**config.mk**
```make
export PLATFORM = sky130hd
export DESIGN_NAME = spi_tx_dbuf
export DESIGN_NICKNAME = d
export VERILOG_FILES = /design/src/rtl/spi_tx_pkg.sv /design/src/rtl/spi_tx_holding.sv /design/src/rtl/spi_tx_clkgen.sv /design/src/rtl/spi_tx_shifter.sv /design/src/rtl/spi_tx_dbuf.sv
export SDC_FILE = /design/constraint.sdc
export NUM_CORES = 1
export LEC_CHECK = 0
export BUFFER_PORTS_ARGS = -buffer_cell sky130_fd_sc_hd__buf_2
export CORE_MARGIN = 10
export CORE_UTILIZATION = 58
export CTS_BUF_LIST = sky130_fd_sc_hd__clkbuf_2 sky130_fd_sc_hd__clkbuf_4 sky130_fd_sc_hd__clkbuf_8
export DETAILED_ROUTE_END_ITERATION = 7
export PLACE_DENSITY = 0.9
export SYNTH_ARGS = -nofsm -noshare
export SYNTH_HDL_FRONTEND = slang
export SYNTH_SLANG_ARGS = --single-unit
```
**constraint.sdc**
```tcl
create_clock -name clk -period 1.9 [get_ports clk]
set_input_delay 0 -clock clk [delete_from_list [all_inputs] [get_ports clk]]
set_output_delay 0 -clock clk [all_outputs]
set_load 0.02 [all_outputs]
```
**src/rtl/spi_tx_pkg.sv**
```systemverilog
package spi_tx_pkg;

    // Shifter states: idle, first half of a bit (sck low), second half (sck high)
    typedef enum logic [1:0] {
        ST_IDLE     = 2'd0,
        ST_SCK_LOW  = 2'd1,
        ST_SCK_HIGH = 2'd2
    } shift_state_t;

endpackage

```
**src/rtl/spi_tx_holding.sv**
```systemverilog
module spi_tx_holding #(
    parameter int WORD_W = 8
) (
    input  logic              clk,
    input  logic              rst_n,
    input  logic              wr_en,
    input  logic [WORD_W-1:0] wr_data,
    input  logic              take,
    input  logic              ovr_clr,
    output logic              hold_full,
    output logic [WORD_W-1:0] hold_word,
    output logic              ovr_flag
);

    logic wr_accept;
    logic wr_reject;

    assign wr_accept = wr_en & ~hold_full;
    assign wr_reject = wr_en &  hold_full;

    // Occupancy: the shifter taking the word has priority. A write cannot
    // be accepted in that cycle anyway, because the register is full then.
    always_ff @(posedge clk) begin
        if (!rst_n) begin
            hold_full <= 1'b0;
        end else if (take) begin
            hold_full <= 1'b0;
        end else if (wr_accept) begin
            hold_full <= 1'b1;
        end
    end

    always_ff @(posedge clk) begin
        if (!rst_n) begin
            hold_word <= '0;
        end else if (wr_accept) begin
            hold_word <= wr_data;
        end
    end

    // Sticky overrun: a new rejected write wins over a clear in the same cycle
    always_ff @(posedge clk) begin
        if (!rst_n) begin
            ovr_flag <= 1'b0;
        end else if (wr_reject) begin
            ovr_flag <= 1'b1;
        end else if (ovr_clr) begin
            ovr_flag <= 1'b0;
        end
    end

endmodule

```
**src/rtl/spi_tx_clkgen.sv**
```systemverilog
module spi_tx_clkgen #(
    parameter int CLK_DIV = 32
) (
    input  logic clk,
    input  logic rst_n,
    input  logic run,
    output logic half_tick
);

    localparam int HALF  = CLK_DIV / 2;
    localparam int CNT_W = (HALF > 1) ? $clog2(HALF) : 1;
    localparam logic [CNT_W-1:0] LAST = CNT_W'(HALF - 1);

    logic [CNT_W-1:0] cnt;

    assign half_tick = run && (cnt == LAST);

    // The counter is held at zero while idle, so every transfer starts with
    // a full half period.
    always_ff @(posedge clk) begin
        if (!rst_n) begin
            cnt <= '0;
        end else if (!run || half_tick) begin
            cnt <= '0;
        end else begin
            cnt <= cnt + 1'b1;
        end
    end

endmodule

```
**src/rtl/spi_tx_shifter.sv**
```systemverilog
module spi_tx_shifter
    import spi_tx_pkg::*;
#(
    parameter int WORD_W = 8
) (
    input  logic              clk,
    input  logic              rst_n,
    input  logic              hold_full,
    input  logic [WORD_W-1:0] hold_word,
    input  logic              half_tick,
    output logic              take,
    output logic              run,
    output logic              busy,
    output logic              sck,
    output logic              mosi
);

    localparam int BIT_W = (WORD_W > 1) ? $clog2(WORD_W) : 1;
    localparam logic [BIT_W-1:0] LAST_BIT = BIT_W'(WORD_W - 1);

    shift_state_t     st_q, st_d;
    logic [WORD_W-1:0] shreg;
    logic [BIT_W-1:0]  bitcnt;
    logic              last_bit;

    assign last_bit = (bitcnt == LAST_BIT);

    // State register
    always_ff @(posedge clk) begin
        if (!rst_n) begin
            st_q <= ST_IDLE;
        end else begin
            st_q <= st_d;
        end
    end

    // Next-state logic and load decision
    always_comb begin
        st_d = st_q;
        take = 1'b0;
        unique case (st_q)
            ST_IDLE: begin
                if (hold_full) begin            // load
                    st_d = ST_SCK_LOW;
                    take = 1'b1;
                end
            end
            ST_SCK_LOW: begin
                if (half_tick) begin            // rise
                    st_d = ST_SCK_HIGH;
                end
            end
            ST_SCK_HIGH: begin
                if (half_tick) begin
                    if (!last_bit) begin        // next
                        st_d = ST_SCK_LOW;
                    end else if (hold_full) begin // reload
                        st_d = ST_SCK_LOW;
                        take = 1'b1;
                    end else begin              // done
                        st_d = ST_IDLE;
                    end
                end
            end
            default: begin
                st_d = ST_IDLE;
            end
        endcase
    end

    // Shift datapath: load on take, shift on the falling edge of sck
    always_ff @(posedge clk) begin
        if (!rst_n) begin
            shreg  <= '0;
            bitcnt <= '0;
        end else if (take) begin
            shreg  <= hold_word;
            bitcnt <= '0;
        end else if (st_q == ST_SCK_HIGH && half_tick) begin
            shreg  <= {shreg[WORD_W-2:0], 1'b0};
            bitcnt <= bitcnt + 1'b1;
        end
    end

    // Outputs decoded from the state register
    always_comb begin
        busy = 1'b0;
        sck  = 1'b0;
        unique case (st_q)
            ST_IDLE:     begin busy = 1'b0; sck = 1'b0; end
            ST_SCK_LOW:  begin busy = 1'b1; sck = 1'b0; end
            ST_SCK_HIGH: begin busy = 1'b1; sck = 1'b1; end
            default:     begin busy = 1'b0; sck = 1'b0; end
        endcase
        run  = busy;
        mosi = busy & shreg[WORD_W-1];
    end

endmodule

```
**src/rtl/spi_tx_dbuf.sv**
```systemverilog
module spi_tx_dbuf #(
    parameter int WORD_W  = 8,
    parameter int CLK_DIV = 32
) (
    input  logic              clk,
    input  logic              rst_n,
    input  logic              wr_en,
    input  logic [WORD_W-1:0] wr_data,
    input  logic              ovr_clr,
    output logic              tx_empty,
    output logic              busy,
    output logic              ovr_flag,
    output logic              sck,
    output logic              mosi
);

    logic              hold_full;
    logic [WORD_W-1:0] hold_word;
    logic              take;
    logic              run;
    logic              half_tick;

    spi_tx_holding #(.WORD_W(WORD_W)) u_hold (
        .clk       (clk),
        .rst_n     (rst_n),
        .wr_en     (wr_en),
        .wr_data   (wr_data),
        .take      (take),
        .ovr_clr   (ovr_clr),
        .hold_full (hold_full),
        .hold_word (hold_word),
        .ovr_flag  (ovr_flag)
    );

    spi_tx_clkgen #(.CLK_DIV(CLK_DIV)) u_clk (
        .clk       (clk),
        .rst_n     (rst_n),
        .run       (run),
        .half_tick (half_tick)
    );

    spi_tx_shifter #(.WORD_W(WORD_W)) u_shift (
        .clk       (clk),
        .rst_n     (rst_n),
        .hold_full (hold_full),
        .hold_word (hold_word),
        .half_tick (half_tick),
        .take      (take),
        .run       (run),
        .busy      (busy),
        .sck       (sck),
        .mosi      (mosi)
    );

    assign tx_empty = ~hold_full;

endmodule

```
# Word-level counts from Yosys, hierarchy flattened
# Index checks and enable logic that the tools add are counted.
dict set report word_totals {
  reg_bits 27
  inputBits 12
  output_inout_bits 5
  elab_cells 48
}
dict set report op_classes {
  add_sub_neg 2
  eq_ne 7
  mux 16
  n_bitwise 5
  reduce_logical 11
}
# operator n
set op_table {}
lappend op_table {{two-way mux 8 bit} 2}
lappend op_table {{two-way mux 1 bit} 8}
lappend op_table {{two-way mux 2 bit} 4}
lappend op_table {{!= test 2 bit, second input constant} 3}
lappend op_table {{case mux 2 bit (3 select lines)} 1}
lappend op_table {{OR reduction 2 bit} 3}
lappend op_table {{adder 4 x 1 -> 4 bit, second input constant} 1}
lappend op_table {{equality test 4 bit, second input constant} 1}
lappend op_table {{nonzero test 2 bit} 2}
lappend op_table {{adder 3 x 1 -> 3 bit, second input constant} 1}
lappend op_table {{bitwise AND 1 bit} 3}
lappend op_table {{equality test 3 bit, second input constant} 1}
lappend op_table {{AND reduction 3 bit} 1}
lappend op_table {{equality test 2 x 1 -> 1 bit, second input constant} 1}
lappend op_table {{equality test 2 bit, second input constant} 1}
lappend op_table {{logical AND 1 bit} 2}
lappend op_table {{zero test 2 bit} 1}
lappend op_table {{inverter 1 bit} 2}
lappend op_table {{case mux 1 bit (2 select lines)} 1}
lappend op_table {{zero test 1 bit} 1}
lappend op_table {{logical OR 1 bit} 1}

# Longest topological paths before layout
# Gate-level depths: netlist (run 1).
dict set report logic_depth {
  depth_word 7
  ltp_mapped 7
  mapped_depth_nobuf 6
}

# Modules after synthesis
# From an unflattened synthesis (run 1), not the netlist that was laid out.
dict set report hier_totals {
  cells_unflattened 143
  hier_area_um2 1303.8
}
# mod instances cells_per_inst area_each_um2 seq_area_each_um2
set modules_own_cells {}
lappend modules_own_cells {spi_tx_shifter 1 82 730.7 260.2}
lappend modules_own_cells {spi_tx_holding 1 43 412.9 200.2}
lappend modules_own_cells {spi_tx_clkgen 1 17 156.4 80.1}
lappend modules_own_cells {spi_tx_dbuf 1 1 3.8 0.0}

# Worst setup path before layout (run 1)
# Ideal clock, no wire load.
dict set report synth_path {
  kind {register -> register}
  startpoint {register u_shift.st_q[0]}
  endpoint {register u_shift.shreg[0]}
  setup_ns 0.067
  t_arrival_ns 1.532
  required_time_ns 1.833
  path_slack_ns 0.301
  stages_incl_launch_ff 8
  path_buffers 1
  synth_period_minus_slack_ns 1.599
  cell_sequence {dfxtp_1 > inv_1 > ha_1 > nand2_1 > o21ai_4 > buf_6 > nand4_2 > o21ai_2}
}
dict set report synth_between {
  elab_chain_len 7
  word_cells_on_any_way 11
  cone_classes {eq/ne: 2; mux: 4; reduce/logical: 5}
}
# item line_no
set synth_lines {}
lappend synth_lines {{from (decl)} spi_tx_shifter.sv:21} ;# shift_state_t st_q, st_d;
lappend synth_lines {{from (signal assigned)} spi_tx_shifter.sv:33} ;# st_q <= st_d;
lappend synth_lines {{equality test 2 x 1 -> 1 bit or equality test 2 bit (tied branches)} spi_tx_shifter.sv:89} ;# unique case (st_q)
lappend synth_lines {{OR reduction 2 bit (no source line) (*)} n/a}
lappend synth_lines {{two-way mux 1 bit (*)} spi_tx_shifter.sv:89}
lappend synth_lines {{via busy} spi_tx_dbuf.sv:11} ;# output logic busy,
lappend synth_lines {{logical AND 1 bit (*)} spi_tx_clkgen.sv:16} ;# assign half_tick = run && (cnt == LAST);
lappend synth_lines {{two-way mux 1 bit} spi_tx_shifter.sv:54} ;# if (half_tick) begin
lappend synth_lines {{case mux 1 bit (2 select lines)} spi_tx_shifter.sv:41} ;# unique case (st_q)
lappend synth_lines {{two-way mux 8 bit or nonzero test 2 bit (tied branches)} n/a}
lappend synth_lines {{to (signal assigned)} spi_tx_shifter.sv:77} ;# shreg <= hold_word;
lappend synth_lines {{to (signal assigned)} spi_tx_shifter.sv:80} ;# shreg <= {shreg[WORD_W-2:0], 1'b0};
lappend synth_lines {{to (decl)} spi_tx_shifter.sv:22} ;# logic [WORD_W-1:0] shreg;
# Mark *: on every way through the listed nets, which the timed path passes. The rest lies on a longest branch.
# A chain may end at the register's enable or synchronous reset.

# Worst setup path after layout (run 1)
dict set report layout_path {
  startpoint {register u_shift.st_q[1]}
  endpoint {register u_shift.shreg[4]}
}
dict set report layout_between {
  elab_chain_len 7
  word_cells_on_any_way 11
  cone_classes {eq/ne: 2; mux: 4; reduce/logical: 5}
}
# item line_no
set layout_lines {}
lappend layout_lines {{equality test 2 x 1 -> 1 bit or equality test 2 bit (tied branches)} {spi_tx_shifter.sv:89, spi_tx_shifter.sv:41, spi_tx_shifter.sv:79}}
lappend layout_lines {{OR reduction 2 bit (no source line)} n/a}
lappend layout_lines {{two-way mux 1 bit} spi_tx_shifter.sv:89}
lappend layout_lines {{logical AND 1 bit} spi_tx_clkgen.sv:16}
lappend layout_lines {{two-way mux 1 bit} spi_tx_shifter.sv:54}
lappend layout_lines {{case mux 1 bit (2 select lines)} spi_tx_shifter.sv:41}
lappend layout_lines {{two-way mux 8 bit or nonzero test 2 bit (tied branches)} n/a}
# Several ways; a longest one is shown, not always the timed one.

==> flow_metrics.env, run 1 <==
export IMPL_num_nets_final=186
export IMPL_grt_use_total_pct=12.0
export IMPL_drtAntennaViolNets=0
export IMPL_min_period_ns=1.68
export IMPL_synth_seq_area_share_pct=43.0
export IMPL_powerDensity_nw_per_um2=859
export IMPL_fin_tns_setup_ns=0
export IMPL_yosysTopAreaCell="dfxtp_1"
export IMPL_mostFrequentLayoutCell="dfxtp_1"
export IMPL_fill_cells=149
export IMPL_area_delta_synth_final_pct=18.5
export IMPL_port_buffers=16
export IMPL_post_drt_wl_per_cell_um=13.9
export IMPL_drive_above_1_share_pct=16.9
export IMPL_cts_root_buf="clkbuf_4"
export IMPL_num_vias=1016
export IMPL_die_y_um=66.5
export IMPL_cts_sinks=27
export IMPL_yosysUniqueCellTypes=32
export IMPL_grt_pass1_wl_um=4260
export IMPL_ys_ff_latch=27
export IMPL_crit_path_end_kind="flop"
export IMPL_syn_num_nets=159
export IMPL_pin_count=17
export IMPL_mostFrequentLayoutCells="27 x dfxtp_1, 26 x nand2_1, 16 x buf_2"
export IMPL_drv_slew=0
export IMPL_antenna_found_initial=0
export IMPL_path_class="flop to flop"
export IMPL_vias_per_cell=5.26
export IMPL_grt_max_degree=30
export IMPL_relSlewSlack_pct=50.9
export IMPL_synth_area_top_cells="dfxtp_1 43%, nand2_1 7.8%, a21boi_0 7.2%, ha_1 7.0%, mux2i_1 6.4%"
export IMPL_clock_fmax_mhz=595
export IMPL_finalSetupViolCount=0
export IMPL_syn_area_sq_um=1260
export IMPL_num_rows=16
export IMPL_htreeDepth=1
export IMPL_antenna_cells=0
export IMPL_whs_ns=0.155
export IMPL_yosysWarnings=0
export IMPL_outcome="finished, final reports clean"
export IMPL_dp_hpwl_um=1800
export IMPL_cts_repair_resized=0
export IMPL_clock_skew_final_ns=0.00960
export IMPL_dieWidth_um=66.5
export IMPL_hold_class="input port to flop"
export IMPL_drt_iter0_markers=30
export IMPL_cts_buffers=3
export IMPL_p_leak_nw=0.671
export IMPL_start_util_pct=62.8
export IMPL_synthDominantCellAreaShare_pct=43.0
export IMPL_setup_worst_path_start_class="flop"
export IMPL_syn_inst=140
export IMPL_ir_drop_v=0.000534
export IMPL_cts_tree="yes"
export IMPL_hold_viol=0
export IMPL_wl_um=2680
export IMPL_clk_pin_slew_ns=0.14
export IMPL_dieArea_sq_um=4430
export IMPL_rsz0062_at_grt="false"
export IMPL_drc=0
export IMPL_required_ns=2.16
export IMPL_grt_pass1_vias=940
export IMPL_coreArea_sq_um=2000
export IMPL_clk_latency_ns=0.32
export IMPL_clockBufferDepth=2
export IMPL_period_share_pct=88.4
export IMPL_max_cap_violations=0
export IMPL_path_max_fanout=17
export IMPL_synth_area_per_cell_sq_um=8.97
export IMPL_gp_congestion=0.773
export IMPL_critPathArrivalTime_ns=1.94
export IMPL_overflow=0
export IMPL_first_pass_iters=4
export IMPL_tightest_slew_ns=0.736
-- where the power goes --
part / internal (mW) / switching (mW)
Sequential: 0.623 / 0.0368
Combinational: 0.154 / 0.207
Clock: 0.0964 / 0.160
-- registers in the layout, summed over array words and instances, names as in the netlist --
signal	cells
u_shift.st_q	2
u_hold.ovr_flag	1
u_hold.hold_word	8
u_shift.shreg	8
u_shift.bitcnt	3
u_clk.cnt	4
u_hold.hold_full	1
-- cells in the mapped netlist, drive strengths merged --
cell type,number
xor2,2
nand3,8
nor3b,1
nor2,5
nand2b,1
nor2b,2
inv,5
a21oi,8
and2,2
a21o,1
a221oi,1
dfxtp,27
and3,2
o21ai,13
nand2,26
a21boi,12
nand4b,1
mux2i,8
a211oi,1
buf,4
clkbuf,2
nand4,1
ha,7
-- cell families after synthesis --
| logic type | synth area share, % |
|---|---|
| adder cells (fa/ha/maj) | 6.97 |
| multiplexers | 6.37 |
| XOR/XNOR | 1.39 |
| buffers and inverters | 4.58 |
| AO/OA/AOI/OAI | 18.9 |
| flip-flops | 43.0 |
| AND/OR/NAND/NOR | 18.7 |
-- per-layer routing --
layer | GRT usage (%) | up-vias | wire [um]
li1 | - | 532 | -
met1 | 14.0 | 461 | 1260
met2 | 19.9 | 19 | 1280
met3 | 3.51 | 4 | 100
met4 | 4.97 | 0 | 33
met5 | 0 | - | 0
-- worst max-delay path: stages (launching register included) --
cell and delay [ns]:
dfxtp_1 0.41, inv_1 0.08, ha_1 0.41, nand2_1 0.15
o21ai_4 0.19, buf_12 0.15, o21ai_0 0.08, a21oi_1 0.14
-- through the flow --
| stage | utilization (%) | std cells | instance area [sq um] | power, mW | worst slack [ns] |
|---|---|---|---|---|---|
| floorplan | - | 140 | 1260 | 0.924 | 0.301 |
| global placement | 66.9 | 178 | 1340 | 0.971 | 0.322 |
| detailed placement | 66.9 | 178 | 1340 | 0.996 | 0.203 |
| CTS | 73.4 | 192 | 1470 | 1.26 | 0.173 |
| global route | 74.4 | 193 | 1490 | 1.35 | 0.0870 |
| finish | 74.4 | 193 | 1490 | 1.28 | 0.219 |
-- path summary, 6_finish.rpt --
check | from | endpoint | slack (ns) | cells after the start
setup / recovery | u_shift.st_q[1] | u_shift.shreg[4] | 0.22 | 7
hold / removal | rst_n | u_shift.shreg[2] | 0.15 | 3
setup reg to reg | u_shift.st_q[1] | u_shift.shreg[4] | 0.22 | 7
hold reg to reg | u_clk.cnt[0] | u_clk.cnt[0] | 0.47 | 1
-- area by class of cell --
cell class                 count  area (sq um)  share of cell area [%]
tap                           27          33.8                    2.27
timing repair buffer          28           208                    13.9
inverter                       5          18.8                    1.26
multi-input combinational    102           658                    44.2
sequential                    27           541                    36.3
clock buffer                   4          30.0                    2.02
-- timing repair --
item	CTS	global route
setup buffers	0	1
hold endpoints to repair	9	0
hold buffers	10	0
endpoints found under the setup margin	0	2
(Power assumes the default switching activity.)
==> inputs of run 2 (changes only) <==
--- a/config.mk
+++ b/config.mk
@@ -5,7 +5,7 @@
 export SDC_FILE = /design/constraint.sdc
 export NUM_CORES = 1
 export LEC_CHECK = 0
-export BUFFER_PORTS_ARGS = -buffer_cell sky130_fd_sc_hd__buf_2
+export BUFFER_PORTS_ARGS = -buffer_cell sky130_fd_sc_hd__buf_4
 export CORE_MARGIN = 10
 export CORE_UTILIZATION = 58
 export CTS_BUF_LIST = sky130_fd_sc_hd__clkbuf_2 sky130_fd_sc_hd__clkbuf_4 sky130_fd_sc_hd__clkbuf_8
==> run 2 against run 1 <==
Hold slack got worse by 0.089 ns. Sequential share of layout area decreased by 1.0 points. Critical endpoint is now u_shift.shreg[1]. Core utilization increased by 2.1 points. Clock power about the same. Global-route usage increased by 0.14 points.
==> flow_metrics.env, run 2 (synthesis gave the netlist of run 1 again) <==
export IMPL_fill_cells=138
export IMPL_hold_depth=3
export IMPL_pin_count=17
export IMPL_cts_root_buf="clkbuf_4"
export IMPL_min_period_ns=1.73
export IMPL_r2r_end="u_shift.shreg[1]"
export IMPL_worstPathCellList="inv_1 > ha_1 > nand2_1 > o21ai_4 > buf_4 > o21ai_0 > a21oi_1"
export IMPL_finalSetupViolCount=0
export IMPL_clock_fmax_mhz=579
export IMPL_largest_registers="u_hold.hold_word x8, u_shift.shreg x8, u_clk.cnt x4"
export IMPL_drv_slew=0
export IMPL_mostFrequentLayoutCells="27 x dfxtp_1, 26 x nand2_1, 20 x buf_4"
export IMPL_critical_path_max_stage_delay_ns=0.41
export IMPL_cts_buffers=3
export IMPL_setup_worst_path_start_class="flop"
export IMPL_coreArea_sq_um=2000
export IMPL_drtAntennaViolNets=0
export IMPL_fin_tns_setup_ns=0
export IMPL_cts_sinks=27
export IMPL_clockBufferDepth=2
export IMPL_area_delta_synth_final_pct=21.9
export IMPL_drc=0
export IMPL_die_y_um=66.5
export IMPL_reg2reg_slack_ns=0.17
export IMPL_grt_use_total_pct=12.2
export IMPL_post_drt_wl_per_cell_um=13.8
export IMPL_relSlewSlack_pct=53.9
export IMPL_required_ns=2.15
export IMPL_port_buffers=16
export IMPL_wl_um=2690
export IMPL_clock_skew_final_ns=0.00458
export IMPL_dieArea_sq_um=4430
export IMPL_crit_path_end_kind="flop"
export IMPL_num_vias=1040
export IMPL_grt_pass1_wl_um=4400
export IMPL_path_max_fanout=8
export IMPL_ff2ff_path_depth=7
export IMPL_rsz0062_at_grt="false"
export IMPL_powerDensity_nw_per_um2=846
export IMPL_hold_path_startpoint="rst_n"
export IMPL_antenna_cells=0
export IMPL_vias_per_cell=5.33
export IMPL_drive_above_1_share_pct=17.9
export IMPL_critPathArrivalTime_ns=1.98
export IMPL_overflow=0
export IMPL_period_share_pct=90.9
export IMPL_hold_class="input port to flop"
export IMPL_outcome="finished, final reports clean"
export IMPL_grt_max_degree=30
export IMPL_p_leak_nw=0.689
export IMPL_min_to="u_shift.shreg[3]"
export IMPL_reg2reg_from="u_shift.st_q[0]"
export IMPL_max_cap_violations=0
export IMPL_first_pass_iters=4
export IMPL_grt_pass1_vias=1006
export IMPL_gp_congestion=0.790
export IMPL_dieWidth_um=66.5
export IMPL_num_nets_final=188
export IMPL_tightest_slew_ns=0.691
export IMPL_num_rows=16
export IMPL_antenna_found_initial=0
export IMPL_cts_tree="yes"
export IMPL_ir_drop_v=0.000534
export IMPL_htreeDepth=1
export IMPL_regArea_sq_um=541
export IMPL_start_util_pct=62.8
export IMPL_cts_repair_resized=0
export IMPL_clk_pin_slew_ns=0.14
export IMPL_dp_hpwl_um=1780
export IMPL_mostFrequentLayoutCell="dfxtp_1"
export IMPL_clk_latency_ns=0.31
export IMPL_multiInputGateArea_sq_um=658
export IMPL_finish_utilization_pct=76.5
export IMPL_path_class="flop to flop"
export IMPL_cp_slowest_cell="dfxtp_1"
export IMPL_hold_viol=0
export IMPL_drt_iter0_markers=25
[run 2: cell count changes in the layout (fill, tap and decap cells not counted), sizes merged]
cell  before  now
buf       18   20
[run 2: worst max path at each step]
stage / start / to / cells after the start
6_report: u_shift.st_q[0] / u_shift.shreg[1] / 7
5_1_grt: u_shift.st_q[1] / u_shift.bitcnt[1] / 6
4_1_cts: u_shift.st_q[0] / u_shift.shreg[2] / 6
3_5_place_dp: u_shift.st_q[0] / u_shift.shreg[2] / 6
3_3_place_gp: u_shift.st_q[0] / u_shift.shreg[7] / 6
2_1_floorplan: u_shift.st_q[0] / u_shift.shreg[0] / 7
[run 2: layout make-up]
class / count / share of cell area, %
multi-input combinational: 102 / 43.0
inverter: 5 / 1.23
tap: 27 / 2.21
sequential: 27 / 35.3
clock buffer: 4 / 1.96
timing repair buffer: 30 / 16.3
[run 2: power breakdown]
group | internal, mW | leakage, nW | switching [mW] | total (mW)
Sequential | 0.623 | 0.220 | 0.0381 | 0.661
Combinational | 0.168 | 0.450 | 0.209 | 0.377
Clock | 0.0962 | 0.0184 | 0.160 | 0.256
[run 2: routing by layer]
layer,share of wire [%],global-route usage [%],vias to the layer above,wire length [um]
li1,-,-,533,-
met1,44,13.8,480,1180
met2,51,21.2,23,1360
met3,4.2,3.34,4,114
met4,1.3,3.93,0,36
met5,0,0,-,0
[run 2: critical path: cells and delay by family (launching register included)]
family	cells	cell delay, ns
buf+inv	2	0.26
fa+ha+maj	1	0.40
simple gates	1	0.14
flops	1	0.41
compound gates	3	0.46
[run 2: metrics by stage]
step	cell area [sq um]	std cells	power, mW	hold WS (ns)	setup WS (ns)
final	1530	195	1.30	0.0659	0.172
after global placement	1380	178	0.987	0.260	0.330
after floorplan	1260	140	0.924	0.145	0.301
after detailed placement	1380	178	1.01	0.271	0.227
after CTS	1510	192	1.27	0.0530	0.181
after global routing	1530	195	1.37	0.0526	0.0712
[run 2: timing repair]
action                                  4_1_cts  5_1_grt
hold buffers                                 10        0
endpoints found under the setup margin        0        1
endpoints found under the hold margin         9        0
setup buffers                                 0        3
==> inputs of run 3 (changes only) <==
--- a/config.mk
+++ b/config.mk
@@ -6,7 +6,7 @@
 export NUM_CORES = 1
 export LEC_CHECK = 0
 export BUFFER_PORTS_ARGS = -buffer_cell sky130_fd_sc_hd__buf_4
-export CORE_MARGIN = 10
+export CORE_MARGIN = 1
 export CORE_UTILIZATION = 58
 export CTS_BUF_LIST = sky130_fd_sc_hd__clkbuf_2 sky130_fd_sc_hd__clkbuf_4 sky130_fd_sc_hd__clkbuf_8
 export DETAILED_ROUTE_END_ITERATION = 7
==> run 3 against run 2 <==
Register-to-register slack worse by 0.04 ns. Design area grew 0.33%. Sequential cell count did not move. Critical path depth unchanged. Core utilization up 0.25 points. Routed wire length is 7.0% lower. Clock-buffer cell count fell by 1. Non-clock buffer count decreased by 1. Fmax is 2.1% lower. Highest routed layer unchanged.
==> flow_metrics.env, run 3 (synthesis gave the netlist of run 1 again) <==
export IMPL_port_buffers=16
export IMPL_grt_use_total_pct=23.5
export IMPL_drc=0
export IMPL_ir_drop_v=0.000750
export IMPL_fill_cells=135
export IMPL_wl_um=2500
export IMPL_first_pass_iters=4
export IMPL_clock_fmax_mhz=567
export IMPL_tightest_slew_ns=0.671
export IMPL_num_vias=1060
export IMPL_p_leak_nw=0.682
export IMPL_grt_pass1_wl_um=4290
export IMPL_outcome="finished, final reports clean"
export IMPL_gp_congestion=0.787
export IMPL_antenna_found_initial=0
export IMPL_grt_max_degree=30
export IMPL_cts_sinks=27
export IMPL_clk_latency_ns=0.33
export IMPL_preCtsSetupSlack_ns=0.192
export IMPL_whs_ns=0.0447
export IMPL_path_max_fanout=16
export IMPL_required_ns=2.16
export IMPL_dp_hpwl_um=1570
export IMPL_reg2reg_from="u_shift.st_q[1]"
export IMPL_clock_skew_final_ns=0.00373
export IMPL_num_rows=16
export IMPL_powerDensity_nw_per_um2=841
export IMPL_clockBufferDepth=2
export IMPL_p_comb_share_pct=29.3
export IMPL_drv_slew=0
export IMPL_dieArea_sq_um=2360
export IMPL_max_cap_violations=0
export IMPL_overflow=0
export IMPL_mostFrequentLayoutCells="27 x dfxtp_1, 26 x nand2_1, 18 x buf_4"
export IMPL_critPathArrivalTime_ns=2.03
export IMPL_rsz0062_at_grt="false"
export IMPL_hold_viol=0
export IMPL_r2r_end="u_shift.shreg[2]"
export IMPL_die_y_um=48.5
export IMPL_drtAntennaViolNets=0
export IMPL_period_share_pct=92.9
export IMPL_mostFrequentLayoutCell="dfxtp_1"
export IMPL_path_class="flop to flop"
export IMPL_pwr_share_seq_pct=51.3
export IMPL_reg2reg_slack_ns=0.14
export IMPL_fin_ws_ns=0.136
export IMPL_multiInputGateArea_sq_um=658
export IMPL_internal_power_mw=0.877
export IMPL_clk_pin_slew_ns=0.14
export IMPL_vias_per_cell=5.46
export IMPL_min_period_ns=1.76
export IMPL_cts_tree="yes"
export IMPL_cts_buffers=3
export IMPL_coreArea_sq_um=2000
export IMPL_setup_worst_path_start_class="flop"
export IMPL_num_nets_final=187
export IMPL_grt_pass1_vias=1044
export IMPL_area_delta_synth_final_pct=22.3
export IMPL_relSlewSlack_pct=55.1
export IMPL_cts_root_buf="clkbuf_4"
export IMPL_regArea_sq_um=541
export IMPL_start_util_pct=62.8
export IMPL_p_sw_mw=0.415
export IMPL_largest_registers="u_hold.hold_word x8, u_shift.shreg x8, u_clk.cnt x4"
export IMPL_power_share_clock_pct=19.4
export IMPL_antenna_cells=0
export IMPL_post_drt_wl_per_cell_um=12.9
export IMPL_htreeDepth=1
export IMPL_pin_count=17
export IMPL_switching_share_pct=32.1
export IMPL_startpoint="u_shift.st_q[1]"
export IMPL_hold_class="input port to flop"
export IMPL_drt_iter0_markers=33
export IMPL_drive_above_1_share_pct=17.4
export IMPL_fin_tns_setup_ns=0
export IMPL_ff2ff_path_depth=7
export IMPL_crit_path_end_kind="flop"
export IMPL_crit_end="u_shift.shreg[2]"
export IMPL_dieWidth_um=48.5
export IMPL_finalSetupViolCount=0
-- run 3: changes by cell type in the layout (fill, tap and decap cells not counted), sizes merged --
cell      before  now
buf           20   19
clkbuf         4    3
clkinvlp       0    1
-- run 3: layout make-up --
| type | count | share of cell area, % |
|---|---|---|
| clock buffers | 3 | 1.47 |
| clock inverters | 1 | 0.489 |
| inverters | 5 | 1.22 |
| multi-input cells | 102 | 42.8 |
| flip-flops and latches | 27 | 35.2 |
| well taps | 27 | 2.20 |
| repair buffers | 29 | 16.6 |
-- run 3: per-stage QoR --
| step | utilization, % | instances | power (mW) | cell area [sq um] |
|---|---|---|---|---|
| floorplan | - | 140 | 0.924 | 1260 |
| global placement | 68.9 | 178 | 0.985 | 1380 |
| detailed placement | 68.9 | 178 | 1.01 | 1380 |
| CTS | 75.4 | 192 | 1.27 | 1510 |
| global route | 76.8 | 194 | 1.37 | 1540 |
| finish | 76.8 | 194 | 1.29 | 1540 |
-- run 3: critical path: stages, from the launching register on --
cell and delay (ns):
dfxtp_1 0.43, inv_1 0.08, ha_1 0.39, nand2_1 0.15, o21ai_4 0.19, buf_12 0.15, o21ai_0 0.11, a21oi_1 0.19
-- run 3: worst min path at each step --
stage               start                   to  slack (ns)  cells after the start
3_3_place_gp   wr_data[5]  u_hold.hold_word[5]        0.26                      3
3_5_place_dp   wr_data[6]  u_hold.hold_word[6]        0.27                      3
4_1_cts             rst_n     u_shift.shreg[2]        0.02                      3
5_1_grt             rst_n  u_hold.hold_word[2]        0.04                      2
2_1_floorplan  wr_data[0]  u_hold.hold_word[0]        0.14                      2
6_report            rst_n    u_shift.bitcnt[1]        0.04                      2
-- run 3: layer usage --
metal	vias up	share of wire (%)	GRT usage [%]
met5	-	0	0
met4	0	1.2	10.3
met3	4	3.8	3.77
met2	24	51	43.2
met1	493	44	26.7
li1	539	-	-
-- run 3: timing repair --
item,4_1_cts,5_1_grt
setup buffers,0,2
hold buffers,10,0
setup endpoints to repair,0,3
endpoints found under the hold margin,9,0
gates resized for setup,0,0
-- run 3: power by group through the flow --
stage	Clock, mW	Combinational [mW]	Sequential (mW)
global route	0.280	0.420	0.672
global placement	0	0.315	0.671
finish	0.251	0.379	0.663
CTS	0.261	0.349	0.662
detailed placement	0	0.332	0.674
floorplan	0	0.259	0.665
